===== src/rtl/sd_cmd_pkg.sv =====
package sd_cmd_pkg;
    localparam int IDX_W  = 6;
    localparam int ARG_W  = 32;
    localparam int CRC_W  = 7;
    localparam int TOK_W  = 48;
    localparam int LONG_W = 136;
    localparam int BODY_W = 2 + IDX_W + ARG_W;

    localparam logic [CRC_W-1:0] CRC7_TAPS = 7'h09;

    typedef enum logic [1:0] {
        ST_IDLE,
        ST_PEND,
        ST_SEND,
        ST_LISTEN
    } eng_state_t;

    typedef struct packed {
        logic             start;
        logic             dir;
        logic [IDX_W-1:0] idx;
        logic [ARG_W-1:0] arg;
        logic [CRC_W-1:0] crc;
        logic             stop;
    } cmd_token_t;

    // Serial CRC7 over the body, most significant bit first.
    function automatic logic [CRC_W-1:0] crc7_calc(input logic [BODY_W-1:0] body);
        logic [CRC_W-1:0] c;
        logic             fb;
        c = '0;
        for (int i = BODY_W - 1; i >= 0; i--) begin
            fb = body[i] ^ c[CRC_W-1];
            c  = {c[CRC_W-2:0], 1'b0};
            if (fb) c = c ^ CRC7_TAPS;
        end
        return c;
    endfunction

    function automatic cmd_token_t make_token(input logic [IDX_W-1:0] idx,
                                              input logic [ARG_W-1:0] arg);
        cmd_token_t t;
        t.start = 1'b0;
        t.dir   = 1'b1;
        t.idx   = idx;
        t.arg   = arg;
        t.crc   = crc7_calc({1'b0, 1'b1, idx, arg});
        t.stop  = 1'b1;
        return t;
    endfunction
endpackage


===== src/rtl/sd_cmd_tx.sv =====
module sd_cmd_tx
    import sd_cmd_pkg::*;
(
    input  logic       clk,
    input  logic       rst,
    input  logic       ce,
    input  logic       load,
    input  logic       kill,
    input  cmd_token_t token,
    output logic       line_out,
    output logic       line_oe,
    output logic       fin
);
    localparam int CNT_W = $clog2(TOK_W);

    logic [TOK_W-1:0] sh;
    logic [CNT_W-1:0] cnt;

    assign fin      = ce && line_oe && (cnt == CNT_W'(TOK_W - 1));
    assign line_out = line_oe ? sh[TOK_W-1] : 1'b1;

    always_ff @(posedge clk) begin
        if (rst) begin
            sh      <= '0;
            cnt     <= '0;
            line_oe <= 1'b0;
        end else if (kill) begin
            line_oe <= 1'b0;
        end else if (load) begin
            sh      <= token;
            cnt     <= '0;
            line_oe <= 1'b1;
        end else if (ce && line_oe) begin
            sh  <= {sh[TOK_W-2:0], 1'b0};
            cnt <= cnt + CNT_W'(1);
            if (cnt == CNT_W'(TOK_W - 1)) line_oe <= 1'b0;
        end
    end

    // The first bit on the wire after the driver turns on is the start bit.
    assert_start_bit_R1: assert property (@(posedge clk) disable iff (rst)
        $rose(line_oe) |-> (line_out == 1'b0));

    // Between enabled ticks the driven bit does not move.
    assert_hold_between_ticks_R11: assert property (@(posedge clk) disable iff (rst)
        (line_oe && $past(line_oe) && !$past(ce) && !$past(load)) |-> $stable(line_out));
endmodule


===== src/rtl/sd_cmd_rx.sv =====
module sd_cmd_rx
    import sd_cmd_pkg::*;
#(
    parameter int TO_W = 16
) (
    input  logic              clk,
    input  logic              rst,
    input  logic              ce,
    input  logic              arm,
    input  logic              kill,
    input  logic              long_sel,
    input  logic [TO_W-1:0]   to_limit,
    input  logic              line_in,
    output logic              active,
    output logic              got_p,
    output logic              to_p,
    output logic              bad_p,
    output logic [LONG_W-1:0] data
);
    localparam int CNT_W = $clog2(LONG_W + 1);

    logic              waiting;
    logic              recving;
    logic [TO_W-1:0]   timer;
    logic [CNT_W-1:0]  cnt;
    logic [CNT_W-1:0]  need;
    logic [LONG_W-1:0] sh;
    logic [LONG_W-1:0] sh_n;
    logic [TO_W-1:0]   last_tick;

    assign need      = long_sel ? CNT_W'(LONG_W) : CNT_W'(TOK_W);
    assign sh_n      = {sh[LONG_W-2:0], line_in};
    assign last_tick = to_limit - {{(TO_W-1){1'b0}}, 1'b1};
    assign active    = waiting || recving;

    always_ff @(posedge clk) begin
        if (rst) begin
            waiting <= 1'b0;
            recving <= 1'b0;
            timer   <= '0;
            cnt     <= '0;
            sh      <= '0;
            got_p   <= 1'b0;
            to_p    <= 1'b0;
            bad_p   <= 1'b0;
            data    <= '0;
        end else begin
            got_p <= 1'b0;
            to_p  <= 1'b0;
            bad_p <= 1'b0;
            if (kill) begin
                waiting <= 1'b0;
                recving <= 1'b0;
            end else if (arm) begin
                waiting <= 1'b1;
                recving <= 1'b0;
                timer   <= '0;
            end else if (ce && waiting) begin
                if (!line_in) begin
                    waiting <= 1'b0;
                    recving <= 1'b1;
                    sh      <= '0;
                    cnt     <= CNT_W'(1);
                end else if (timer == last_tick) begin
                    waiting <= 1'b0;
                    to_p    <= 1'b1;
                end else begin
                    timer <= timer + TO_W'(1);
                end
            end else if (ce && recving) begin
                sh  <= sh_n;
                cnt <= cnt + CNT_W'(1);
                if (cnt == need - CNT_W'(1)) begin
                    recving <= 1'b0;
                    got_p   <= 1'b1;
                    if (long_sel) begin
                        data  <= sh_n;
                        bad_p <= 1'b0;
                    end else begin
                        data  <= {{(LONG_W-TOK_W){1'b0}}, sh_n[TOK_W-1:0]};
                        bad_p <= (crc7_calc(sh_n[TOK_W-1:CRC_W+1]) != sh_n[CRC_W:1]);
                    end
                end
            end
        end
    end

    // A listening phase ends in exactly one way.
    assert_one_outcome_R5: assert property (@(posedge clk) disable iff (rst)
        !(got_p && to_p));

    // A CRC verdict only accompanies a completed reply.
    assert_crc_with_reply_R8: assert property (@(posedge clk) disable iff (rst)
        bad_p |-> got_p);
endmodule


===== src/rtl/sd_cmd_engine.sv =====
module sd_cmd_engine
    import sd_cmd_pkg::*;
#(
    parameter int TO_W = 16
) (
    input  logic              clk,
    input  logic              rst,
    input  logic              sd_ce,
    input  logic              cmd_idx_we,
    input  logic [5:0]        cmd_idx,
    input  logic              cmd_rsp_long,
    input  logic              cmd_arg_we,
    input  logic [31:0]       cmd_arg,
    input  logic [TO_W-1:0]   rsp_timeout,
    input  logic              abort,
    input  logic              cmd_i,
    output logic              cmd_o,
    output logic              cmd_oe,
    output logic              busy,
    output logic              rsp_done,
    output logic              err_crc,
    output logic              err_timeout,
    output logic [135:0]      rsp_data
);
    eng_state_t        state;
    logic [IDX_W-1:0]  idx_q;
    logic [ARG_W-1:0]  arg_q;
    logic              long_q;
    cmd_token_t        token;
    logic              tx_load, tx_fin, tx_oe, tx_line;
    logic              rx_arm, rx_active, rx_got, rx_to, rx_bad;
    logic [LONG_W-1:0] rx_data;

    assign token   = make_token(idx_q, arg_q);
    assign tx_load = (state == ST_PEND) && sd_ce && cmd_i && !abort;
    assign rx_arm  = tx_fin && !abort;
    assign busy    = (state != ST_IDLE);
    assign cmd_o   = tx_line;
    assign cmd_oe  = tx_oe;

    sd_cmd_tx u_tx (
        .clk      (clk),
        .rst      (rst),
        .ce       (sd_ce),
        .load     (tx_load),
        .kill     (abort),
        .token    (token),
        .line_out (tx_line),
        .line_oe  (tx_oe),
        .fin      (tx_fin)
    );

    sd_cmd_rx #(.TO_W(TO_W)) u_rx (
        .clk      (clk),
        .rst      (rst),
        .ce       (sd_ce),
        .arm      (rx_arm),
        .kill     (abort),
        .long_sel (long_q),
        .to_limit (rsp_timeout),
        .line_in  (cmd_i),
        .active   (rx_active),
        .got_p    (rx_got),
        .to_p     (rx_to),
        .bad_p    (rx_bad),
        .data     (rx_data)
    );

    always_ff @(posedge clk) begin
        if (rst) begin
            state       <= ST_IDLE;
            idx_q       <= '0;
            arg_q       <= '0;
            long_q      <= 1'b0;
            rsp_done    <= 1'b0;
            err_crc     <= 1'b0;
            err_timeout <= 1'b0;
            rsp_data    <= '0;
        end else begin
            unique case (state)
                ST_IDLE: begin
                    if (cmd_idx_we) begin
                        idx_q  <= cmd_idx;
                        long_q <= cmd_rsp_long;
                    end
                    if (cmd_arg_we) begin
                        arg_q       <= cmd_arg;
                        state       <= ST_PEND;
                        rsp_done    <= 1'b0;
                        err_crc     <= 1'b0;
                        err_timeout <= 1'b0;
                    end
                end
                ST_PEND: begin
                    if (abort)        state <= ST_IDLE;
                    else if (tx_load) state <= ST_SEND;
                end
                ST_SEND: begin
                    if (abort)       state <= ST_IDLE;
                    else if (tx_fin) state <= ST_LISTEN;
                end
                ST_LISTEN: begin
                    if (abort) begin
                        state <= ST_IDLE;
                    end else if (rx_got) begin
                        rsp_done <= 1'b1;
                        err_crc  <= rx_bad;
                        rsp_data <= rx_data;
                        state    <= ST_IDLE;
                    end else if (rx_to) begin
                        err_timeout <= 1'b1;
                        state       <= ST_IDLE;
                    end
                end
                default: state <= ST_IDLE;
            endcase
        end
    end

    assert_launch_on_idle_line_R3: assert property (@(posedge clk) disable iff (rst)
        $rose(cmd_oe) |-> $past(cmd_i));

    assert_quiet_while_listening_R4: assert property (@(posedge clk) disable iff (rst)
        rx_active |-> !cmd_oe);

    assert_flags_clear_on_launch_R7: assert property (@(posedge clk) disable iff (rst)
        $rose(busy) |-> (!rsp_done && !err_crc && !err_timeout));

    assert_abort_releases_R9: assert property (@(posedge clk) disable iff (rst)
        (abort && busy) |=> (!busy && !cmd_oe));

    assert_drive_only_busy_R4: assert property (@(posedge clk) disable iff (rst)
        cmd_oe |-> busy);
endmodule


===== config.mk =====
export PLATFORM = sky130hd
export DESIGN_NAME = sd_cmd_engine
export DESIGN_NICKNAME = d
export VERILOG_FILES = /design/src/rtl/sd_cmd_pkg.sv /design/src/rtl/sd_cmd_tx.sv /design/src/rtl/sd_cmd_rx.sv /design/src/rtl/sd_cmd_engine.sv
export SDC_FILE = /design/constraint.sdc
export NUM_CORES = 1
export LEC_CHECK = 0
export CAP_MARGIN = 20
export CORE_MARGIN = 2
export CORE_UTILIZATION = 61
export DETAILED_ROUTE_END_ITERATION = 12
export PLACE_DENSITY_LB_ADDON = 0.15
export SETUP_SLACK_MARGIN = 0.3
export SYNTH_ARGS = -nofsm -noshare
export SYNTH_HDL_FRONTEND = slang
export SYNTH_SLANG_ARGS = --single-unit

===== constraint.sdc =====
create_clock -name clk -period 6.18 [get_ports clk]
set_input_delay 1.236 -clock clk [delete_from_list [all_inputs] [get_ports clk]]
set_output_delay 1.236 -clock clk [all_outputs]
set_load 0.05 [all_outputs]

---- Word level (Yosys, flattened, before mapping) ----
Cells that the tools add are included.
operators by class
  bitwise gates (word level) .............. 158
  reductions and logical operators ........ 36
  $add $sub $neg .......................... 5
  muxes and demuxes ....................... 408
  equality and inequality tests ........... 18
operators with widths
  kind                   count
  $mux 7                 280
  $mux 135               3
  $mux 4                 78
  $not 2->2              76
  $mux 136               1
  $mux 48                2
  $xor 1x1->1            73
  $mux 16                4
  $mux 8                 4
  $mux 1                 22
  $add 16x1->16 const B  1
  $eq 16x16->1           1
  $mux 2                 8
  $reduce_and 4->1       4
  $reduce_bool 2->1      8
  $sub 16x1->16 const B  1
  $mux 6                 2
  $ne 2x2->1 const B     5
  $reduce_and 2->1       5
  $reduce_and 5->1       2
  $reduce_or 5->1        2
  $add 8x1->8 const B    1
  $eq 8x8->1             1
  $logic_and 1x1->1      8
  other kinds (20)       33
storage, ports and cells
  bits in registers ....................... 535
  word-level logic and storage cells ...... 645
  input port bits ......................... 62

---- Depth between registers and ports, before layout ----
Gate-level depths: netlist of the first run.
  depth in word-level cells ............... 361
  mapped depth ............................ 12
  mapped depth without buffers ............ 10

---- Cells and area by module ----
A second synthesis of the first run with hierarchy kept.
unflattened totals
  cells, all modules ...................... 2,620
  area total of the unflattened synthesis .. 21,903.5 um^2
modules (own cells, without submodules)
  module         area each (um^2)  cells each  times used
  sd_cmd_rx      12,017.8          1,493       1
  sd_cmd_engine  6,971.7           857         1
  sd_cmd_tx      2,914.0           270         1

---- Worst setup path before layout of the first run ----
No wires, ideal clock.
  path kind ............................... input to register
  start ................................... in rsp_timeout[1]
  end ..................................... reg u_rx.timer[1]
  buffers on the path ..................... 3
  stages on the path ...................... 11
  arrival ................................. 3.744 ns
  slack ................................... 2.308 ns
  path through ............................ or4_1 buf_2 or3_1 o31a_1 a2111oi_2 o2111ai_2 o21ai_2 buf_4 buf_6 mux2i_1 nor2_1
between the ends
  word-level cells in the longest chain between the ends .. 4
ends and longest elaborated chain
  item                               RTL line             text
  from (decl)                        sd_cmd_engine.sv:14  input logic [TO_W-1:0] rsp_timeout,
  $sub 16x1->16                      sd_cmd_rx.sv:33      assign last_tick = to_limit - {{(TO_W-1){1'b0}}, 1'b1};
  $eq 16x16->1                       sd_cmd_rx.sv:64      end else if (timer == last_tick) begin
  $ne 2x2->1 (no source line)        -
  $reduce_and 4->1 (no source line)  -
  to (signal assigned)               sd_cmd_rx.sv:68      timer <= timer + TO_W'(1);
  to (decl)                          sd_cmd_rx.sv:24      logic [TO_W-1:0] timer;
Every way passes these cells.
A chain may end at the register's enable or synchronous reset.

---- Worst setup path in the final report of the first run ----
  start ................................... in rsp_timeout[2]
  end ..................................... reg u_rx.timer[1]
Same word-level chain as after synthesis.

==> results of run 1 <==
[layer usage]
layer | routed length, µm | vias to the layer above | track usage [%]
li1 | - | 8081 | -
met1 | 20600 | 8024 | 34.1
met2 | 23300 | 391 | 45.3
met3 | 2020 | 70 | 3.14
met4 | 1040 | 0 | 7.42
met5 | 0 | - | 0
[state kept, by name, summed over array words and instances (netlist names), 2 cells and up]
signal,flops
u_tx.sh,48
u_rx.timer,16
u_tx.cnt,6
u_rx.cnt,8
u_rx.data,136
state,2
arg_q,32
idx_q,6
u_rx.sh,135
rsp_data,136
[area by class of cell]
type / instances / area [µm²] / share of cell area, %
flip-flops and latches: 535 / 10700 / 44.1
multi-input cells: 1574 / 9160 / 37.7
repair buffers: 223 / 2220 / 9.14
clock buffers: 72 / 1430 / 5.87
well taps: 448 / 561 / 2.31
clock inverters: 19 / 173 / 0.711
inverters: 10 / 37.5 / 0.155
[logic make-up (layout without fill, tap and decap cells)]
logic type / Yosys count / after routing / synth area share (%)
simple gates: 830 / 830 / 16.9
buf+inv: 189 / 324 / 3.52
compound gates: 559 / 559 / 17.5
mux: 13 / 13 / 0.657
fa+ha+maj: 4 / 4 / 0.243
xor+xnor: 168 / 168 / 9.06
flops: 535 / 535 / 52.1
[stage by stage]
step | setup slack [ns] | util, % | hold WS, ns | cell area, µm²
finish | 1.91 | 72.8 | 0.451 | 24300
global route | 1.63 | 72.8 | 0.462 | 24300
CTS | 1.88 | 72.7 | 0.452 | 24300
detailed placement | 1.32 | 67.9 | 0.443 | 22700
global placement | 1.46 | 67.9 | 0.439 | 22700
floorplan | 2.31 | - | 0.417 | 20600
[worst max-delay path by stage]
| stage | endpoint | slack, ns | depth (start not counted) | start |
|---|---|---|---|---|
| detailed placement | u_rx.timer[1]$_SDFFE_PP0P_ | 1.32 | 9 | rsp_timeout[2] |
| floorplan | u_rx.timer[1]$_SDFFE_PP0P_ | 2.31 | 11 | rsp_timeout[1] |
| global route | u_rx.timer[7]$_SDFFE_PP0P_ | 1.63 | 9 | rsp_timeout[2] |
| global placement | u_rx.timer[1]$_SDFFE_PP0P_ | 1.46 | 9 | rsp_timeout[2] |
| finish | u_rx.timer[1]$_SDFFE_PP0P_ | 1.91 | 9 | rsp_timeout[2] |
| CTS | u_rx.timer[1]$_SDFFE_PP0P_ | 1.88 | 9 | rsp_timeout[2] |
[placed cells by master, fill, tap and decap left out, drive strengths merged, types with 5 or more instances in the layout]
master / n
a21oi: 332
a222oi: 35
a22o: 133
a22oi: 6
and3: 8
buf: 21
clkbuf: 72
clkdlybuf4s50: 202
clkinv: 15
dfxtp: 535
inv: 10
mux2i: 9
nand2: 574
nand3: 103
nor2: 71
nor3: 22
nor4: 6
o211ai: 6
o21ai: 19
o31ai: 5
or3: 10
or4: 6
xnor2: 94
xnor3: 24
xor2: 47
[tightest hold or removal path, stage by stage, from the launching register on]
cell and delay, ns:
dfxtp_1 0.31, nand2_1 0.05, a21oi_1 0.05
[where the power goes]
group / internal [mW] / switching [mW] / total (mW)
clock: 1.69 / 1.28 / 2.97
combinational: 0.287 / 0.331 / 0.618
sequential: 3.47 / 0.0357 / 3.50
total: 5.45 / 1.65 / 7.10
==> impl_metrics.csv, run 1 <==
group,metric,value,unit
cells_and_area,instances_no_fill,2881,
min_path,min_from,"u_rx.data[118]$_SDFFE_PP0P_",
logic_synthesis,synth_edf_count,0,
critical_path,crit_arrival,4.71,ns
drt,vias,16600,
logic_synthesis,synth_ff_type,"dfxtp_1",
min_path,hold_class,"reg2reg",
clock_network,ctsResizeCount,0,
clock_network,clk_path_buf_depth,3,
drt,drt-total-wl,46900,µm
critical_path,reg2regPathDepth,6,
logic_synthesis,synth_warnings,0,
logic_synthesis,synth_cells,2298,
min_path,min_path_cells,2,
logic_synthesis,yosysTopAreaCell,"dfxtp_1",
grt,grt_start_max_net_pins,126,
timing,finalSetupViolations,0,
critical_path,crit_path_start_kind,"input port",
cells_and_area,final_nets,2460,
logic_synthesis,yosys.area.top_type_share,52.1,%
critical_path,r2r_slack,2.68,ns
power_and_ir_drop,p_total,7.10,mW
clock_network,cts_made_buffers,50,
clock_network,path_clk_slew,0.06,ns
timing,drv_slew,0,
drt,firstDrtPassIters,7,
timing,timing.fmax,234,MHz
power_and_ir_drop,leakage,8.49,nW
clock_network,cts_sinks,535,
grt,grt_usage,26.0,%
critical_path,r2r-start,"long_q$_SDFFE_PP0P_",
clock_network,htree_levels,2,
critical_path,crit_family,"compound AO/OA/AOI/OAI gates",
floorplan,die_h,188,µm
logic_synthesis,synth_area,20600,µm²
logic_synthesis,ys_seq_elements,535,
timing,maxSlewHeadroom,27.0,%
logic_synthesis,synthDistinctLibCells,64,
drt,wl_per_cell,16.3,µm
min_path,hold_end,"u_rx.data[118]$_SDFFE_PP0P_",
critical_path,cp.buffers_inverters,1,
floorplan,coreArea,33400,µm²
logic_synthesis,yosys-top-cells-area,"dfxtp_1 52%, nand2_1 10%, a21oi_1 8.1%, a22o_1 5.7%, xnor2_1 3.9%",
power_and_ir_drop,vdd_ir_drop_max,200,µV
clock_network,cts-hold-fix-buffers,0,
timing,worst_pin_slew,1.09,ns
status,status,"completed",
timing,rsz0062_at_grt,"false",
drt,vias_per_cell,5.75,
critical_path,path_class,"in2reg",
logic_synthesis,ys_seq_area_share,52.1,%
critical_path,path_max_fanout,22,
clock_network,cts_setup_buffers,0,
grt,grt_pass1_wl,77900,µm
timing,hold_viol_final,0,
timing,min_period,4.27,ns
logic_synthesis,syn_area_per_cell,8.95,µm²
cells_and_area,diodes,0,
clock_network,cts-root-buf,"clkbuf_16",
clock_network,cts_tree,"yes",
timing,finalClockSkew,0.0275,ns
run,maxCapViolations,0,
drt,ant_nets,0,
critical_path,max_stage_delay,0.68,ns
clock_network,clk_latency,0.57,ns
floorplan,io_pins,204,
grt,antenna_found_initial,0,
grt,grt.overflow.total,0,
placed_design,post-place-cells,2788,
floorplan,initial_core_util,61.6,%
drt,drt_iter0_markers,1207,
logic_synthesis,synth_common_cells,"574 x nand2_1, 535 x dfxtp_1, 332 x a21oi_1",
floorplan,die_area,35200,µm²
timing,timing.final.crit_share,69.1,%
logic_synthesis,synthesis.nets,2364,
drt,drc,0,
logic_synthesis,synthArstFlopShare,0,%
logic_synthesis,yosysMostFrequentCell,"nand2_1",
critical_path,slowest_stage,"o21ai_2",
critical_path,path_cells,"clkdlybuf4s50_1 > or4_1 > or3_1 > o31a_1 > a2111oi_2 > o2111ai_2 > o21ai_2 > mux2i_1 > nor2_1",
floorplan,die_x,188,µm
critical_path,reg2reg_to,"u_rx.data[22]$_SDFFE_PP0P_",
power_and_ir_drop,p_per_area,292,nW/µm²
cells_and_area,syn2layout_area_growth,18.2,%
critical_path,cp-end-kind,"flip-flop",
grt,grt_pass1_vias,16100,
critical_path,crit_required,6.61,ns
cells_and_area,n_fill_cell,2640,
floorplan,fp-row-count,67,
cells_and_area,drive_gt1_share,5.01,%
placed_design,dp_hpwl,29100,µm
placed_design,portBuffers,203,
placed_design,place_congestion,0.865,
timing,fin_tns_setup,0,ns
Power figures use the tool's default switching activity.
==> run 2: changes to the inputs <==
CORE_UTILIZATION = 51   (was 61)
clock period = 3.6 ns   (was 6.18 ns; I/O delays follow)
==> run 2 against run 1 <==
Compared with the run above: critical path depth grew 1; core utilization shrank 10 points; global-route usage shrank 3.1 points; sequential share of layout area shrank 0.97 points; register-to-register slack lost 2.2 ns; non-clock buffer count grew 26; clock power grew 80%; routed wire length grew 1.9%; sequential power grew 71%; critical path type unchanged; cell count grew 3.8%; setup slack lost 1.4 ns.
==> impl_metrics.csv, run 2 (same netlist as run 1, synthesis figures left out) <==
group,metric,value,unit
critical_path,slowest_stage,"or4_4",
clock_network,path_clk_slew,0.06,ns
floorplan,io_pins,204,
timing,finalClockSkew,0.0173,ns
clock_network,cts_tree,"yes",
timing,maxSlewHeadroom,32.8,%
power_and_ir_drop,p_per_area,500,nW/µm²
cells_and_area,final_common_cell,"nand2_1",
drt,firstDrtPassIters,9,
timing,timing.fmax,320,MHz
clock_network,cts-hold-fix-buffers,0,
critical_path,crit_arrival,3.64,ns
grt,grt.overflow.total,0,
clock_network,htree_levels,2,
floorplan,coreArea,39700,µm²
drt,drt_iter0_markers,1181,
cells_and_area,reg_top3,"rsp_data x136, u_rx.data x136, u_rx.sh x135",
grt,grt_pass1_wl,79500,µm
clock_network,cts-root-buf,"clkbuf_16",
timing,timing.final.crit_share,86.8,%
critical_path,cp-end-kind,"flip-flop",
placed_design,portBuffers,203,
clock_network,cts_sinks,535,
drt,wl_per_cell,16.0,µm
power_and_ir_drop,leakage,8.73,nW
timing,worst_pin_slew,1.01,ns
status,status,"completed",
timing,drv_slew,0,
clock_network,clk_latency,0.59,ns
critical_path,path_cells,"clkdlybuf4s50_1 > or4_4 > nor4_4 > mux2_2 > mux2i_1 > o21a_1 > o21ai_2 > buf_12 > or4_1 > a21oi_1",
timing,fin_tns_setup,0,ns
min_path,hold_class,"reg2reg",
clock_network,cts_made_buffers,53,
grt,grt_usage,22.9,%
floorplan,die_h,205,µm
drt,vias,16500,
critical_path,crit_path_start_kind,"input port",
placed_design,dp_hpwl,30200,µm
cells_and_area,mostFrequentLayoutCells,"573 x nand2_1, 534 x dfxtp_1, 331 x a21oi_1",
timing,min_period,3.12,ns
clock_network,clk_path_buf_depth,3,
timing,hold_viol_final,0,
critical_path,max_stage_delay,0.54,ns
timing,rsz0062_at_grt,"false",
critical_path,path_max_fanout,22,
drt,drc,0,
critical_path,path_class,"in2reg",
grt,grt_pass1_vias,15800,
critical_path,crit_required,4.12,ns
clock_network,ctsResizeCount,0,
power_and_ir_drop,p_total,12.4,mW
cells_and_area,drive_gt1_share,6.41,%
cells_and_area,diodes,0,
placed_design,place_congestion,0.841,
cells_and_area,syn2layout_area_growth,20.8,%
drt,drt-total-wl,47800,µm
drt,vias_per_cell,5.50,
power_and_ir_drop,vdd_ir_drop_max,370,µV
floorplan,die_x,205,µm
floorplan,fp-row-count,73,
timing,finalSetupViolations,0,
cells_and_area,final_nets,2489,
grt,antenna_found_initial,0,
drt,ant_nets,0,
clock_network,cts_setup_buffers,0,
floorplan,die_area,41900,µm²
floorplan,initial_core_util,51.7,%
grt,grt_start_max_net_pins,201,
run,maxCapViolations,0,
run 2: changes by cell type in the layout (fill, tap and decap cells not counted), sizes merged:
cell	delta
dlymetal6s2s	+2
buf	+26
clkdlybuf4s50	-2
clkinv	-1
clkbuf	+8
clkinvlp	-1
run 2: worst paths after layout:
kind / from / endpoint / slack (ns) / depth (start not counted)
max reg2reg: idx_q[5]$_SDFFE_PP0P_ / u_tx.sh[2]$_SDFFE_PP0P_ / 0.53 / 8
max: rsp_timeout[2] / u_rx.timer[9]$_SDFFE_PP0P_ / 0.48 / 10
min reg2reg: u_rx.data[128]$_SDFFE_PP0P_ / rsp_data[128]$_SDFFE_PP0P_ / 0.45 / 2
min: u_rx.data[128]$_SDFFE_PP0P_ / rsp_data[128]$_SDFFE_PP0P_ / 0.45 / 2
run 2: cell type report:
cell class | instances | area [µm²]
clock inverters | 17 | 149
flip-flops and latches | 535 | 10700
clock buffers | 80 | 1560
inverters | 10 | 37.5
repair buffers | 249 | 2520
multi-input cells | 1574 | 9200
well taps | 525 | 657
fillers | 3431 | 14900
run 2: worst max-delay path, delay by kind of cell:
family,cells,cell delay (ns)
AND/OR/NAND/NOR,3,1.34
multiplexers,2,0.53
buffers and inverters,2,0.65
AO/OA/AOI/OAI,3,0.39
run 2: power breakdown:
part / leakage, nW / internal (mW) / switching, mW / total [mW]
Combinational: 3.57 / 0.502 / 0.557 / 1.06
Sequential: 4.31 / 5.96 / 0.0409 / 6.00
Clock: 0.848 / 3.12 / 2.23 / 5.36
run 2: layer usage:
metal | track usage [%] | vias to the layer above | wire [µm]
met4 | 6.57 | 0 | 1070
met3 | 3.77 | 72 | 2160
li1 | - | 8152 | -
met1 | 30.7 | 7865 | 21600
met2 | 37.9 | 363 | 23000
met5 | 0 | - | 0
run 2: per-stage QoR:
stage	hold slack (ns)	worst slack (ns)	utilization [%]	cell area, µm²	std cells
after floorplan	0.417	0.307	-	20600	2298
after global placement	0.440	-0.169	58.1	23100	2893
after detailed placement	0.443	-0.267	58.1	23100	2893
after CTS	0.453	0.333	62.4	24800	2990
after global routing	0.461	0.314	62.5	24800	2990
final	0.449	0.477	62.5	24800	2990
